**src/rtl/rtg_pkg.sv**
```systemverilog
package rtg_pkg;

  localparam int CFG_AW = 5;
  localparam int CFG_DW = 32;

  // register slots; the 0..15 order is the one software programs by index
  typedef enum logic [CFG_AW-1:0] {
    A_V_WIN_STOP  = 5'd0,
    A_V_BLANK_ON  = 5'd1,
    A_V_BLANK_OFF = 5'd2,
    A_V_WIN_START = 5'd3,
    A_V_SYNC_OFF  = 5'd4,
    A_V_SYNC_ON   = 5'd5,
    A_V_TOTAL     = 5'd6,
    A_H_FETCH     = 5'd7,
    A_H_TOTAL     = 5'd8,
    A_H_BLANK_ON  = 5'd9,
    A_H_BLANK_OFF = 5'd10,
    A_H_SYNC_OFF  = 5'd11,
    A_H_SYNC_ON   = 5'd12,
    A_H_EQUAL     = 5'd13,
    A_H_HALF      = 5'd14,
    A_H_SERRATE   = 5'd15,
    A_CTRL        = 5'd16,
    A_PITCH       = 5'd17,
    A_PAN         = 5'd18,
    A_DEPTH       = 5'd19
  } cfg_addr_e;

  localparam int BLANK_BIT = 10;
  localparam int VS_EN_LO  = 0;
  localparam int HS_EN_LO  = 4;

  typedef struct packed {
    logic force_blank;
    logic vs_en;
    logic hs_en;
  } ctrl_t;

endpackage

```
**src/rtl/rtg_regs.sv**
```systemverilog
module rtg_regs
  import rtg_pkg::*;
#(
  parameter int CW    = 12,
  parameter int AW    = 24,
  parameter int ALIGN = 5
) (
  input  logic              clk,
  input  logic              rst_n,
  input  logic              we,
  input  logic [CFG_AW-1:0] addr,
  input  logic [CFG_DW-1:0] wdata,
  input  logic              blank_go,
  output logic [CW-1:0]     v_win_stop,
  output logic [CW-1:0]     v_blank_on,
  output logic [CW-1:0]     v_blank_off,
  output logic [CW-1:0]     v_win_start,
  output logic [CW-1:0]     v_sync_off,
  output logic [CW-1:0]     v_sync_on,
  output logic [CW-1:0]     v_total,
  output logic [CW-1:0]     h_fetch,
  output logic [CW-1:0]     h_total,
  output logic [CW-1:0]     h_blank_on,
  output logic [CW-1:0]     h_blank_off,
  output logic [CW-1:0]     h_sync_off,
  output logic [CW-1:0]     h_sync_on,
  output logic [CW-1:0]     h_half,
  output ctrl_t             ctrl,
  output logic [AW-1:0]     fb_start
);

  localparam int PW = AW + 16;

  logic [CW-1:0] d;
  logic [15:0]   pan_x, pan_y;
  logic [1:0]    depth;
  logic [AW-1:0] pitch;

  assign d = wdata[CW-1:0];
  wire unused_wdata = &{1'b0, wdata[CFG_DW-1:CW]};

  always_ff @(posedge clk or negedge rst_n) begin
    if (!rst_n) begin
      v_win_stop  <= '0;
      v_blank_on  <= '0;
      v_blank_off <= '0;
      v_win_start <= '0;
      v_sync_off  <= '0;
      v_sync_on   <= '0;
      v_total     <= '0;
      h_fetch     <= '0;
      h_total     <= '0;
      h_blank_on  <= '0;
      h_blank_off <= '0;
      h_sync_off  <= '0;
      h_sync_on   <= '0;
      h_half      <= '0;
      ctrl        <= '0;
      pitch       <= '0;
      pan_x       <= '0;
      pan_y       <= '0;
      depth       <= '0;
    end else if (we) begin
      case (addr)
        A_V_WIN_STOP:  v_win_stop  <= d;
        A_V_BLANK_ON:  v_blank_on  <= d;
        A_V_BLANK_OFF: v_blank_off <= d;
        A_V_WIN_START: v_win_start <= d;
        A_V_SYNC_OFF:  v_sync_off  <= d;
        A_V_SYNC_ON:   v_sync_on   <= d;
        A_V_TOTAL:     v_total     <= d;
        A_H_FETCH:     h_fetch     <= d;
        A_H_TOTAL:     h_total     <= d;
        A_H_BLANK_ON:  h_blank_on  <= d;
        A_H_BLANK_OFF: h_blank_off <= d;
        A_H_SYNC_OFF:  h_sync_off  <= d;
        A_H_SYNC_ON:   h_sync_on   <= d;
        A_H_HALF:      h_half      <= d;
        A_CTRL: begin
          ctrl.force_blank <= wdata[BLANK_BIT];
          ctrl.vs_en       <= &wdata[VS_EN_LO +: 2];
          ctrl.hs_en       <= &wdata[HS_EN_LO +: 2];
        end
        A_PITCH: pitch <= wdata[AW-1:0];
        A_PAN: begin
          pan_x <= wdata[15:0];
          pan_y <= wdata[31:16];
        end
        A_DEPTH: depth <= wdata[1:0];
        default: ;
      endcase
    end
  end

  // pending start address, recomputed continuously from the shadow fields
  logic [PW-1:0] prod;
  logic [AW-1:0] xbytes, lin, pend;

  always_comb begin
    prod   = {{AW{1'b0}}, pan_y} * {16'b0, pitch};
    xbytes = AW'(pan_x) << depth;
    lin    = prod[AW-1:0] + xbytes;
    pend   = {lin[AW-1:ALIGN], {ALIGN{1'b0}}};
  end

  wire unused_prod = &{1'b0, prod[PW-1:AW], lin[ALIGN-1:0]};

  always_ff @(posedge clk or negedge rst_n) begin
    if (!rst_n)        fb_start <= '0;
    else if (blank_go) fb_start <= pend;
  end

endmodule

```
**src/rtl/rtg_hgen.sv**
```systemverilog
module rtg_hgen #(
  parameter int CW = 12
) (
  input  logic          clk,
  input  logic          rst_n,
  input  logic [CW-1:0] h_total,
  input  logic [CW-1:0] h_half,
  input  logic [CW-1:0] h_fetch,
  input  logic [CW-1:0] h_blank_on,
  input  logic [CW-1:0] h_blank_off,
  input  logic [CW-1:0] h_sync_on,
  input  logic [CW-1:0] h_sync_off,
  output logic [CW-1:0] hcnt,
  output logic          line_end,
  output logic          half_pt,
  output logic          fetch_pt,
  output logic          h_act,
  output logic          h_sync_raw
);

  localparam logic [CW:0]   ONE_X = (CW+1)'(1);
  localparam logic [CW-1:0] ONE   = CW'(1);

  logic [CW:0] lim;
  assign lim      = {1'b0, h_total} + ONE_X;
  assign line_end = {1'b0, hcnt} >= lim;

  always_ff @(posedge clk or negedge rst_n) begin
    if (!rst_n)        hcnt <= '0;
    else if (line_end) hcnt <= '0;
    else               hcnt <= hcnt + ONE;
  end

  assign half_pt    = (hcnt == h_half);
  assign fetch_pt   = (hcnt == h_fetch);
  assign h_act      = (hcnt >= h_blank_off) && (hcnt < h_blank_on);
  assign h_sync_raw = (hcnt >= h_sync_on) || (hcnt < h_sync_off);

endmodule

```
**src/rtl/rtg_vgen.sv**
```systemverilog
module rtg_vgen #(
  parameter int CW = 12
) (
  input  logic          clk,
  input  logic          rst_n,
  input  logic          line_end,
  input  logic          half_pt,
  input  logic [CW-1:0] v_total,
  input  logic [CW-1:0] v_blank_on,
  input  logic [CW-1:0] v_blank_off,
  input  logic [CW-1:0] v_sync_on,
  input  logic [CW-1:0] v_sync_off,
  input  logic [CW-1:0] v_win_start,
  input  logic [CW-1:0] v_win_stop,
  output logic [CW-1:0] vcnt,
  output logic          blank_go,
  output logic          v_act,
  output logic          v_sync_raw,
  output logic          v_win
);

  localparam logic [CW:0]   ONE_X = (CW+1)'(1);
  localparam logic [CW-1:0] ONE   = CW'(1);

  logic          step, last;
  logic [CW-1:0] nxt;

  assign step     = line_end | half_pt;
  assign last     = ({1'b0, vcnt} + ONE_X) >= {1'b0, v_total};
  assign nxt      = last ? '0 : vcnt + ONE;
  assign blank_go = step && (nxt == v_blank_on);

  always_ff @(posedge clk or negedge rst_n) begin
    if (!rst_n)    vcnt <= '0;
    else if (step) vcnt <= nxt;
  end

  assign v_act      = (vcnt >= v_blank_off) && (vcnt < v_blank_on);
  assign v_sync_raw = (vcnt >= v_sync_on) || (vcnt < v_sync_off);
  assign v_win      = (vcnt >= v_win_start) && (vcnt < v_win_stop);

endmodule

```
**src/rtl/raster_timing_gen.sv**
```systemverilog
module raster_timing_gen
  import rtg_pkg::*;
#(
  parameter int CW    = 12,
  parameter int AW    = 24,
  parameter int ALIGN = 5
) (
  input  logic              clk,
  input  logic              rst_n,
  input  logic              cfg_we,
  input  logic [CFG_AW-1:0] cfg_addr,
  input  logic [CFG_DW-1:0] cfg_wdata,
  output logic              hsync,
  output logic              vsync,
  output logic              de,
  output logic              vwin,
  output logic              fetch_go,
  output logic [AW-1:0]     fb_start
);

  logic [CW-1:0] v_win_stop, v_blank_on, v_blank_off, v_win_start;
  logic [CW-1:0] v_sync_off, v_sync_on, v_total;
  logic [CW-1:0] h_fetch, h_total, h_blank_on, h_blank_off;
  logic [CW-1:0] h_sync_off, h_sync_on, h_half;
  ctrl_t         ctrl_q;
  logic [CW-1:0] hcnt, vcnt;
  logic          line_end, half_pt, fetch_pt, h_act, h_sync_raw;
  logic          blank_go, v_act, v_sync_raw, v_win;

  rtg_regs #(.CW(CW), .AW(AW), .ALIGN(ALIGN)) u_regs (
    .clk         (clk),
    .rst_n       (rst_n),
    .we          (cfg_we),
    .addr        (cfg_addr),
    .wdata       (cfg_wdata),
    .blank_go    (blank_go),
    .v_win_stop  (v_win_stop),
    .v_blank_on  (v_blank_on),
    .v_blank_off (v_blank_off),
    .v_win_start (v_win_start),
    .v_sync_off  (v_sync_off),
    .v_sync_on   (v_sync_on),
    .v_total     (v_total),
    .h_fetch     (h_fetch),
    .h_total     (h_total),
    .h_blank_on  (h_blank_on),
    .h_blank_off (h_blank_off),
    .h_sync_off  (h_sync_off),
    .h_sync_on   (h_sync_on),
    .h_half      (h_half),
    .ctrl        (ctrl_q),
    .fb_start    (fb_start)
  );

  rtg_hgen #(.CW(CW)) u_hgen (
    .clk         (clk),
    .rst_n       (rst_n),
    .h_total     (h_total),
    .h_half      (h_half),
    .h_fetch     (h_fetch),
    .h_blank_on  (h_blank_on),
    .h_blank_off (h_blank_off),
    .h_sync_on   (h_sync_on),
    .h_sync_off  (h_sync_off),
    .hcnt        (hcnt),
    .line_end    (line_end),
    .half_pt     (half_pt),
    .fetch_pt    (fetch_pt),
    .h_act       (h_act),
    .h_sync_raw  (h_sync_raw)
  );

  rtg_vgen #(.CW(CW)) u_vgen (
    .clk         (clk),
    .rst_n       (rst_n),
    .line_end    (line_end),
    .half_pt     (half_pt),
    .v_total     (v_total),
    .v_blank_on  (v_blank_on),
    .v_blank_off (v_blank_off),
    .v_sync_on   (v_sync_on),
    .v_sync_off  (v_sync_off),
    .v_win_start (v_win_start),
    .v_win_stop  (v_win_stop),
    .vcnt        (vcnt),
    .blank_go    (blank_go),
    .v_act       (v_act),
    .v_sync_raw  (v_sync_raw),
    .v_win       (v_win)
  );

  // output stage: one register so every pin leaves a flop
  always_ff @(posedge clk or negedge rst_n) begin
    if (!rst_n) begin
      hsync    <= 1'b0;
      vsync    <= 1'b0;
      de       <= 1'b0;
      vwin     <= 1'b0;
      fetch_go <= 1'b0;
    end else begin
      hsync    <= h_sync_raw & ctrl_q.hs_en;
      vsync    <= v_sync_raw & ctrl_q.vs_en;
      de       <= h_act & v_act & ~ctrl_q.force_blank;
      vwin     <= v_win;
      fetch_go <= fetch_pt & v_act;
    end
  end

endmodule

```
**config.mk**
```make
export PLATFORM = sky130hd
export DESIGN_NAME = raster_timing_gen
export DESIGN_NICKNAME = d
export VERILOG_FILES = /design/src/rtl/rtg_pkg.sv /design/src/rtl/rtg_regs.sv /design/src/rtl/rtg_hgen.sv /design/src/rtl/rtg_vgen.sv /design/src/rtl/raster_timing_gen.sv
export SDC_FILE = /design/constraint.sdc
export NUM_CORES = 1
export LEC_CHECK = 0
export BUFFER_PORTS_ARGS = -buffer_cell sky130_fd_sc_hd__buf_2
export CAP_MARGIN = 20
export CORE_ASPECT_RATIO = 0.8
export CORE_UTILIZATION = 49
export CTS_BUF_LIST = sky130_fd_sc_hd__clkbuf_2
export DETAILED_ROUTE_END_ITERATION = 10
export GPL_ROUTABILITY_DRIVEN = 0
export PLACE_DENSITY = 0.65
export RECOVER_POWER = 50
export REMOVE_ABC_BUFFERS = 1
export SETUP_SLACK_MARGIN = 0.1
export SLEW_MARGIN = 20
export SYNTH_ARGS = -nofsm -noshare
export SYNTH_HDL_FRONTEND = slang
export SYNTH_SLANG_ARGS = --single-unit
```
**constraint.sdc**
```tcl
create_clock -name clk -period 8.45 [get_ports clk]
set_clock_uncertainty 0.05 [all_clocks]
set_input_delay 1.2675 -clock clk [delete_from_list [all_inputs] [get_ports clk]]
set_output_delay 1.2675 -clock clk [all_outputs]
set_load 0.05 [all_outputs]
```
==> results.ini, run 1 <==
[clock_network]
cts_tree=done
clk_pin_slew_worst_paths_ns=0.11
cts_buffer_depth=3
cts_resized=0
clk_latency_ns=1.06
htree_num_levels=3
postCtsHoldBufs=0
cts_setup_buffers=0
cts_root_buf=clkbuf_2
cts_num_sinks=277
cts_buffers=76

[timing]
finalHoldWorstSlack_ns=0.411
worst_pin_slew_ns=4.33
hold_viol_final=0
finalCritPeriodShare=0.798
fin_setup_tns_ns=0
max_freq_ghz=0.148
slew_violations=139
min_period_ns=6.74
rsz0062_at_grt=no
slew-limit-headroom=-1.88
final-setup-viol-count=0

[grt]
grt-ovfl-total=0
grt_max_degree=142
antenna_found_initial=4
grt_pass1_vias=17300
grt_usage=0.255
grt_pass1_wl_um=94400

[power_and_ir_drop]
pwr-share-seq=0.253
powerDensity_mw_per_mm2=326
ir_worst_vdd_v=0.000488
p_switching_uw=3830
comb_power_share=0.626
p_sw_frac=0.477
p_leak_uw=0.0126
p_int_uw=4200
clock_power_share=0.121

[setup_path]
cp_max_fo=23
critical_path_class=register to register
regToRegSetupSlack_ns=1.71
critPathCaptureType=register
r2r_end=u_regs.fb_start[23]
cp_num_buf_inv=4
startpoint=u_regs.pan_y[2]
crit_end=u_regs.fb_start[23]
cpMostUsedCell=fa_1
cp_slowest_cell=dfrtp_1
cp_top_family=adder cells
path_cells=nand2_1 -> fa_1 -> fa_1 -> fa_1 -> fa_1 -> inv_1 -> fa_1 -> inv_1 -> fa_1 -> inv_1 -> ha_1 -> and3_1 -> a211oi_1 -> nand2_1 -> inv_1 -> a21oi_1 -> o21a_1 -> a211o_1 -> a21oi_1 -> xnor2_1 -> mux2_2
cp-start-kind=register
r2r_start=u_regs.pan_y[2]
cp_num_cells=21
critical-path-max-stage-delay_ns=0.90
cp.required_ns=9.26
r2r_cells=21
arrival_ns=7.55

[route]
drt-total-wl_um=58000
wl_met1_um=26400
vias=16200
ant_nets=0
highest_layer=met4
drc=0
wire_per_inst_um=19.0
drt_pass1_iterations=5
first_iter_violations=1094
vias_per_cell=5.29
route.met3.wl_um=4080
wl_met2_um=26100

[yosys]
synth_flop_cell=dfrtp_1
synthCells=2333
ys_types=56
async_flop_share=1.00
syn_avg_cell_area_sq_um=9.94
synth_edf_count=0
yosys_register_bits=277
ys_seq_area_frac=0.299
yosysWarningCount=0
syn_area_sq_mm=0.0232

[floorplan]
die_height_um=197
die_w_um=245
initial_utilization=0.502
io_pins=69
fp.coreArea_sq_mm=0.0462
row_count=70
die-area_sq_mm=0.0482

[run]
drv_cap=2

[cells_and_area]
synthToLayoutAreaGrowth_pct=6.19
drive_gt1_frac=0.160
layout_common_cells=inv_1 (428), dfrtp_1 (277), nand2_1 (251)
final_nets=2840
seq_area_sq_mm=0.00693
multiInputGateArea_sq_mm=0.0143
final_common_cell=inv_1
fillers=4246

[status]
violations=capacitance limit, slew limit
status=complete, but fails checks

[placement]
dp_hpwl_um=40900
io_buffers=63

[worst_hold_path]
hp-class=input pin to register

[sequential cells by signal (all words and copies together), names as in the netlist, 16 cells and up]
| signal | cells |
|---|---|
| u_regs.pan_x | 16 |
| u_regs.pan_y | 16 |
| u_regs.fb_start | 19 |
| u_regs.pitch | 24 |
[layout make-up]
class / instances / share of cell area
antenna: 4 / 0.000406
sequential: 277 / 0.281
tap: 612 / 0.0311
clock inverter: 25 / 0.00472
clock buffer: 109 / 0.0221
inverter: 428 / 0.0652
timing repair buffer: 73 / 0.0156
multi-input combinational: 1532 / 0.579
[worst min-delay path by stage]
stage	from	endpoint	cells after the start
5_1_grt	cfg_wdata[24]	u_regs.pan_y[8]	2
3_5_place_dp	u_regs.ctrl[1]	u_regs.ctrl[1]	2
2_1_floorplan	u_regs.ctrl[0]	u_regs.ctrl[0]	2
4_1_cts	rst_n	u_regs.v_sync_off[8]	1
6_report	cfg_wdata[16]	u_regs.pitch[16]	2
3_3_place_gp	u_regs.ctrl[1]	u_regs.ctrl[1]	2
[per-stage QoR]
stage	total power [uW]	util	std cells	setup WS [ns]	cell area, sq um
2_1_floorplan	5790	-	2237	2.44	22800
3_3_place_gp	6950	0.519	2922	1.87	24000
3_5_place_dp	7120	0.519	2922	1.74	24000
4_1_cts	8140	0.533	3056	1.69	24700
5_1_grt	8960	0.533	3060	1.37	24600
6_report	8030	0.533	3060	1.71	24600
[power groups by stage]
stage               combinational, uW  clock (uW)  sequential, uW
floorplan                        3790           0            2000
global placement                 4910           0            2040
detailed placement               5060           0            2050
CTS                              5110        1010            2020
global route                     5810        1080            2080
finish                           5030         972            2030
[synthesized netlist by cell type, types with 4 or more instances]
cell,count,area share
buf_1,4,0.00065
nor2b_1,18,0.0049
dfrtp_1,277,0.30
mux2_2,195,0.095
inv_1,428,0.069
mux2i_1,15,0.0065
nand2b_1,19,0.0051
and2_1,111,0.030
nand2_1,252,0.041
clkbuf_1,87,0.014
and3_1,13,0.0035
nand3_1,24,0.0052
a31oi_1,13,0.0035
xor2_1,47,0.018
o21ai_0,94,0.020
a21oi_1,56,0.012
nor3_1,18,0.0039
or3_1,6,0.0016
nand4_1,8,0.0022
o21a_1,4,0.0013
a21boi_0,4,0.0013
o31ai_1,8,0.0026
xnor2_1,61,0.023
o211ai_1,5,0.0016
mux2_1,8,0.0039
fa_1,208,0.18
ha_1,204,0.11
a211o_1,6,0.0023
nor4_1,9,0.0024
buf_4,7,0.0023
nor2_1,51,0.0083
a21o_1,39,0.013
a211oi_1,4,0.0013
[per-layer routing]
layer / up-vias / track usage
met1: 8064 / 0.355
met5: - / 0
met2: 445 / 0.397
met4: 0 / 0.0769
li1: 7576 / -
met3: 101 / 0.0584
[kinds of logic (layout without fill, tap and decap cells)]
logic type / after synthesis / in the layout / synth area share
simple gates: 539 / 539 / 0.112
buf+inv: 528 / 635 / 0.0869
mux: 221 / 221 / 0.108
fa+ha+maj: 412 / 412 / 0.289
flops: 277 / 277 / 0.299
other cells: 1 / 9 / 0.000162
compound gates: 247 / 247 / 0.0642
xor+xnor: 108 / 108 / 0.0408
[worst register-to-register path, cell delays in order (launching register included)]
cell,delay (ns)
dfrtp_1,0.90
nand2_1,0.17
fa_1,0.56
fa_1,0.44
fa_1,0.50
fa_1,0.50
inv_1,0.06
fa_1,0.54
inv_1,0.06
fa_1,0.53
inv_1,0.04
ha_1,0.35
and3_1,0.21
a211oi_1,0.22
nand2_1,0.08
inv_1,0.07
a21oi_1,0.09
o21a_1,0.31
a211o_1,0.31
a21oi_1,0.20
xnor2_1,0.10
mux2_2,0.26
(Power assumes the default switching activity.)
==> inputs of run 2 (changes only) <==
--- a/config.mk
+++ b/config.mk
@@ -5,6 +5,7 @@
 export SDC_FILE = /design/constraint.sdc
 export NUM_CORES = 1
 export LEC_CHECK = 0
+export ABC_AREA = 1
 export BUFFER_PORTS_ARGS = -buffer_cell sky130_fd_sc_hd__buf_2
 export CAP_MARGIN = 20
 export CORE_ASPECT_RATIO = 0.8
@@ -12,7 +13,7 @@
 export CTS_BUF_LIST = sky130_fd_sc_hd__clkbuf_2
 export DETAILED_ROUTE_END_ITERATION = 10
 export GPL_ROUTABILITY_DRIVEN = 0
-export PLACE_DENSITY = 0.65
+export PLACE_DENSITY = 0.68
 export RECOVER_POWER = 50
 export REMOVE_ABC_BUFFERS = 1
 export SETUP_SLACK_MARGIN = 0.1
==> constraint.sdc (replaced) <==
create_clock -name clk -period 6 [get_ports clk]
set_clock_uncertainty 0.05 [all_clocks]
set_input_delay 0.9 -clock clk [delete_from_list [all_inputs] [get_ports clk]]
set_output_delay 0.9 -clock clk [all_outputs]
set_load 0.05 [all_outputs]
==> results.ini, run 2 <==
[route]
ant_nets=0  ; unchanged
highest_layer=met4  ; unchanged
first_iter_violations=1736  ; was 1094
wire_per_inst_um=16.8  ; was 19.0 um
drt_pass1_iterations=6  ; was 5
vias=20000  ; was 16.2k
vias_per_cell=5.22  ; was 5.29
drt-total-wl_um=64600  ; was 58000 um
drc=0  ; unchanged
wl_met1_um=28400  ; was 26400 um
wl_met2_um=29300  ; was 26100 um
route.met3.wl_um=5160  ; was 4080 um

[cells_and_area]
final-instance-count-excl-fill=3837  ; was 3060
fillers=4500  ; was 4246
drive_gt1_frac=0.109  ; was 0.160
layout_common_cells=nand2_1 (784), inv_1 (655), o21ai_0 (278)  ; was inv_1 (428), dfrtp_1 (277), nand2_1 (251)
final_common_cell=nand2_1  ; was inv_1
top_register=u_regs.pitch  ; unchanged
largest_reg_flops=24  ; unchanged
final_nets=3597  ; was 2840
largestRegisters=u_regs.pitch: 24 flops, u_regs.fb_start: 19 flops  ; unchanged
finalInstanceArea_sq_mm=0.0264  ; was 0.0246 sq mm
seq_area_sq_mm=0.00696  ; was 0.00693 sq mm
multiInputGateArea_sq_mm=0.0143  ; about the same
synthToLayoutAreaGrowth_pct=9.71  ; was 6.19%

[clock_network]
cts_tree=done  ; unchanged
cts_num_sinks=277  ; unchanged
cts_buffers=78  ; was 76
cts_buffer_depth=3  ; unchanged
clk_pin_slew_worst_paths_ns=0.10  ; was 0.11 ns
clk_latency_ns=1.10  ; was 1.06 ns
cts_root_buf=clkbuf_2  ; unchanged
htree_num_levels=3  ; unchanged

[timing]
worst_pin_slew_ns=3.26  ; was 4.33 ns
hold_viol_final=0  ; unchanged
min_period_ns=5.74  ; was 6.74 ns
final-setup-viol-count=0  ; unchanged
finalCritPeriodShare=0.957  ; was 0.798
fin_setup_tns_ns=0  ; unchanged
max_freq_ghz=0.174  ; was 0.148 GHz
slew-limit-headroom=-1.17  ; was -1.88
rsz0062_at_grt=yes  ; was no
slew_violations=182  ; was 139

[yosys]
async_flop_share=1.00  ; unchanged
syn_area_sq_mm=0.0241  ; was 0.0232 sq mm
synth_edf_count=0  ; unchanged
ys_seq_area_frac=0.288  ; was 0.299
synthMostInstantiatedCell=nand2_1  ; was inv_1
synth_area_leaders=dfrtp_1 (29%), fa_1 (17%), nand2_1 (12%)  ; was dfrtp_1 (30%), fa_1 (18%), ha_1 (11%)
ys_types=50  ; was 56
yosys_register_bits=277  ; unchanged
yosysWarningCount=0  ; unchanged
synthCells=3040  ; was 2333
syn_avg_cell_area_sq_um=7.91  ; was 9.94 sq um
yosysTopAreaCell=dfrtp_1  ; unchanged
synth_flop_cell=dfrtp_1  ; unchanged
yosysTopAreaCellShare=0.288  ; was 0.299
synth_common_cells=nand2_1 (788), inv_1 (658), o21ai_0 (281), dfrtp_1 (277), fa_1 (208)  ; was inv_1 (428), dfrtp_1 (277), nand2_1 (252), fa_1 (208), ha_1 (204)

[run]
drv_cap=2  ; unchanged

[grt]
grt-ovfl-total=0  ; unchanged
grt_pass1_wl_um=105000  ; was 94400 um
grt_max_degree=154  ; was 142
grt_usage=0.265  ; was 0.255
grt_pass1_vias=20200  ; was 17.3k
antenna_found_initial=3  ; was 4

[setup_path]
cp.required_ns=6.94  ; was 9.26 ns
path_cells=buf_12 -> buf_4 -> nand2_1 -> inv_1 -> fa_1 -> inv_1 -> fa_1 -> fa_1 -> fa_1 -> fa_1 -> fa_1 -> inv_1 -> ha_1 -> inv_1 -> nor3_2 -> nor3b_2 -> nand3_1 -> nand3_1 -> xor2_1 -> nand3_1 -> nand2_1 -> inv_1  ; was nand2_1 -> fa_1 -> fa_1 -> fa_1 -> fa_1 -> inv_1 -> fa_1 -> inv_1 -> fa_1 -> inv_1 -> ha_1 -> and3_1 -> a211oi_1 -> nand2_1 -> inv_1 -> a21oi_1 -> o21a_1 -> a211o_1 -> a21oi_1 -> xnor2_1 -> mux2_2
arrival_ns=6.68  ; was 7.55 ns
critPathCaptureType=register  ; unchanged
cp-start-kind=register  ; unchanged
critical_path_class=register to register  ; unchanged
cpMostUsedCell=fa_1  ; unchanged
cp_max_fo=5  ; was 23
critical-path-max-stage-delay_ns=0.62  ; was 0.90 ns
cp_slowest_cell=fa_1  ; was dfrtp_1

[worst_hold_path]
hp-class=input pin to register  ; unchanged

[status]
violations=capacitance limit, slew limit  ; unchanged
status=complete, but fails checks  ; unchanged

[floorplan]
row_count=72  ; was 70
die_w_um=250  ; was 245 um
io_pins=69  ; unchanged
fp.coreArea_sq_mm=0.0484  ; was 0.0462 sq mm
die_height_um=200  ; was 197 um
die-area_sq_mm=0.0500  ; was 0.0482 sq mm
initial_utilization=0.497  ; was 0.502

[placement]
dpl.cell_count=3651  ; was 2922
io_buffers=63  ; unchanged
place_area_sq_mm=0.0250  ; was 0.0240 sq mm
dp_hpwl_um=46800  ; was 40900 um

[power_and_ir_drop]
p_leak_uw=0.0143  ; was 0.0126 uW
powerDensity_mw_per_mm2=472  ; was 326 mW/mm^2
finalPower_uw=12500  ; was 8030 uW
ir_worst_vdd_v=0.000547  ; was 0.000488 V

-- run 2: final timing paths --
check,endpoint,slack (ns),start,depth (start not counted)
max,u_regs.fb_start[22],0.26,u_regs.pan_y[4],22
min,u_regs.ctrl[0],0.07,cfg_wdata[5],3
max reg2reg,u_regs.fb_start[22],0.26,u_regs.pan_y[4],22
min reg2reg,u_regs.fb_start[5],0.42,u_regs.fb_start[5],2
max in group asynchronous,u_regs.pitch[9],2.40,rst_n,3
min in group asynchronous,u_regs.v_sync_off[11],1.35,rst_n,2
-- run 2: layer usage --
| layer | GRT usage | up-vias |
|---|---|---|
| met4 | 0.0754 | 0 |
| met3 | 0.0538 | 125 |
| met5 | 0 | - |
| met1 | 0.369 | 9653 |
| li1 | - | 9521 |
| met2 | 0.420 | 742 |
-- run 2: report_power, final --
group          switching, uW  total (uW)  internal [uW]
clock                    901        1500            597
sequential               464        2720           2250
combinational           5070        8250           3170
total                   6440       12500           6020
-- run 2: area by class of cell --
type	instances	share of cell area
multi-input cells	1980	0.542
diodes	7	0.000664
clock buffers	112	0.0212
well taps	629	0.0298
repair buffers	148	0.0421
flip-flops and latches	277	0.264
clock inverters	24	0.00650
inverters	660	0.0939
-- run 2: logic make-up after synthesis --
| group | count (synthesis) | synth area share |
|---|---|---|
| and+or+nand+nor | 1065 | 0.184 |
| buffers and inverters | 787 | 0.125 |
| adders and majority gates | 412 | 0.279 |
| AOI/OAI and AO/OA | 407 | 0.0893 |
| DFF | 277 | 0.288 |
| xor gates and xnor gates | 83 | 0.0302 |
| muxes | 8 | 0.00375 |
| other | 1 | 0.000156 |
-- run 2: critical path: cells and delay by family (launching register included) --
family / cells / cell delay [ns]
xor+xnor: 1 / 0.17
flops: 1 / 0.50
fa+ha+maj: 7 / 3.42
simple gates: 7 / 0.89
buf+inv: 7 / 0.61
-- run 2: metrics by stage --
step                 util  hold slack [ns]  setup WS [ns]
floorplan               -            0.403          0.495
global placement    0.517            0.409          0.169
detailed placement  0.517            0.411         0.0548
CTS                 0.537          0.00387          0.102
global route        0.545         -0.00729       -0.00359
finish              0.546           0.0735          0.261
-- run 2: what timing repair did --
action	in CTS	in global routing
hold endpoints to repair	150	0
pin swaps	0	20
hold buffers	19	0
setup buffers	0	22
gates cloned	0	2
resized for setup	7	65
endpoints found under the setup margin	3	13
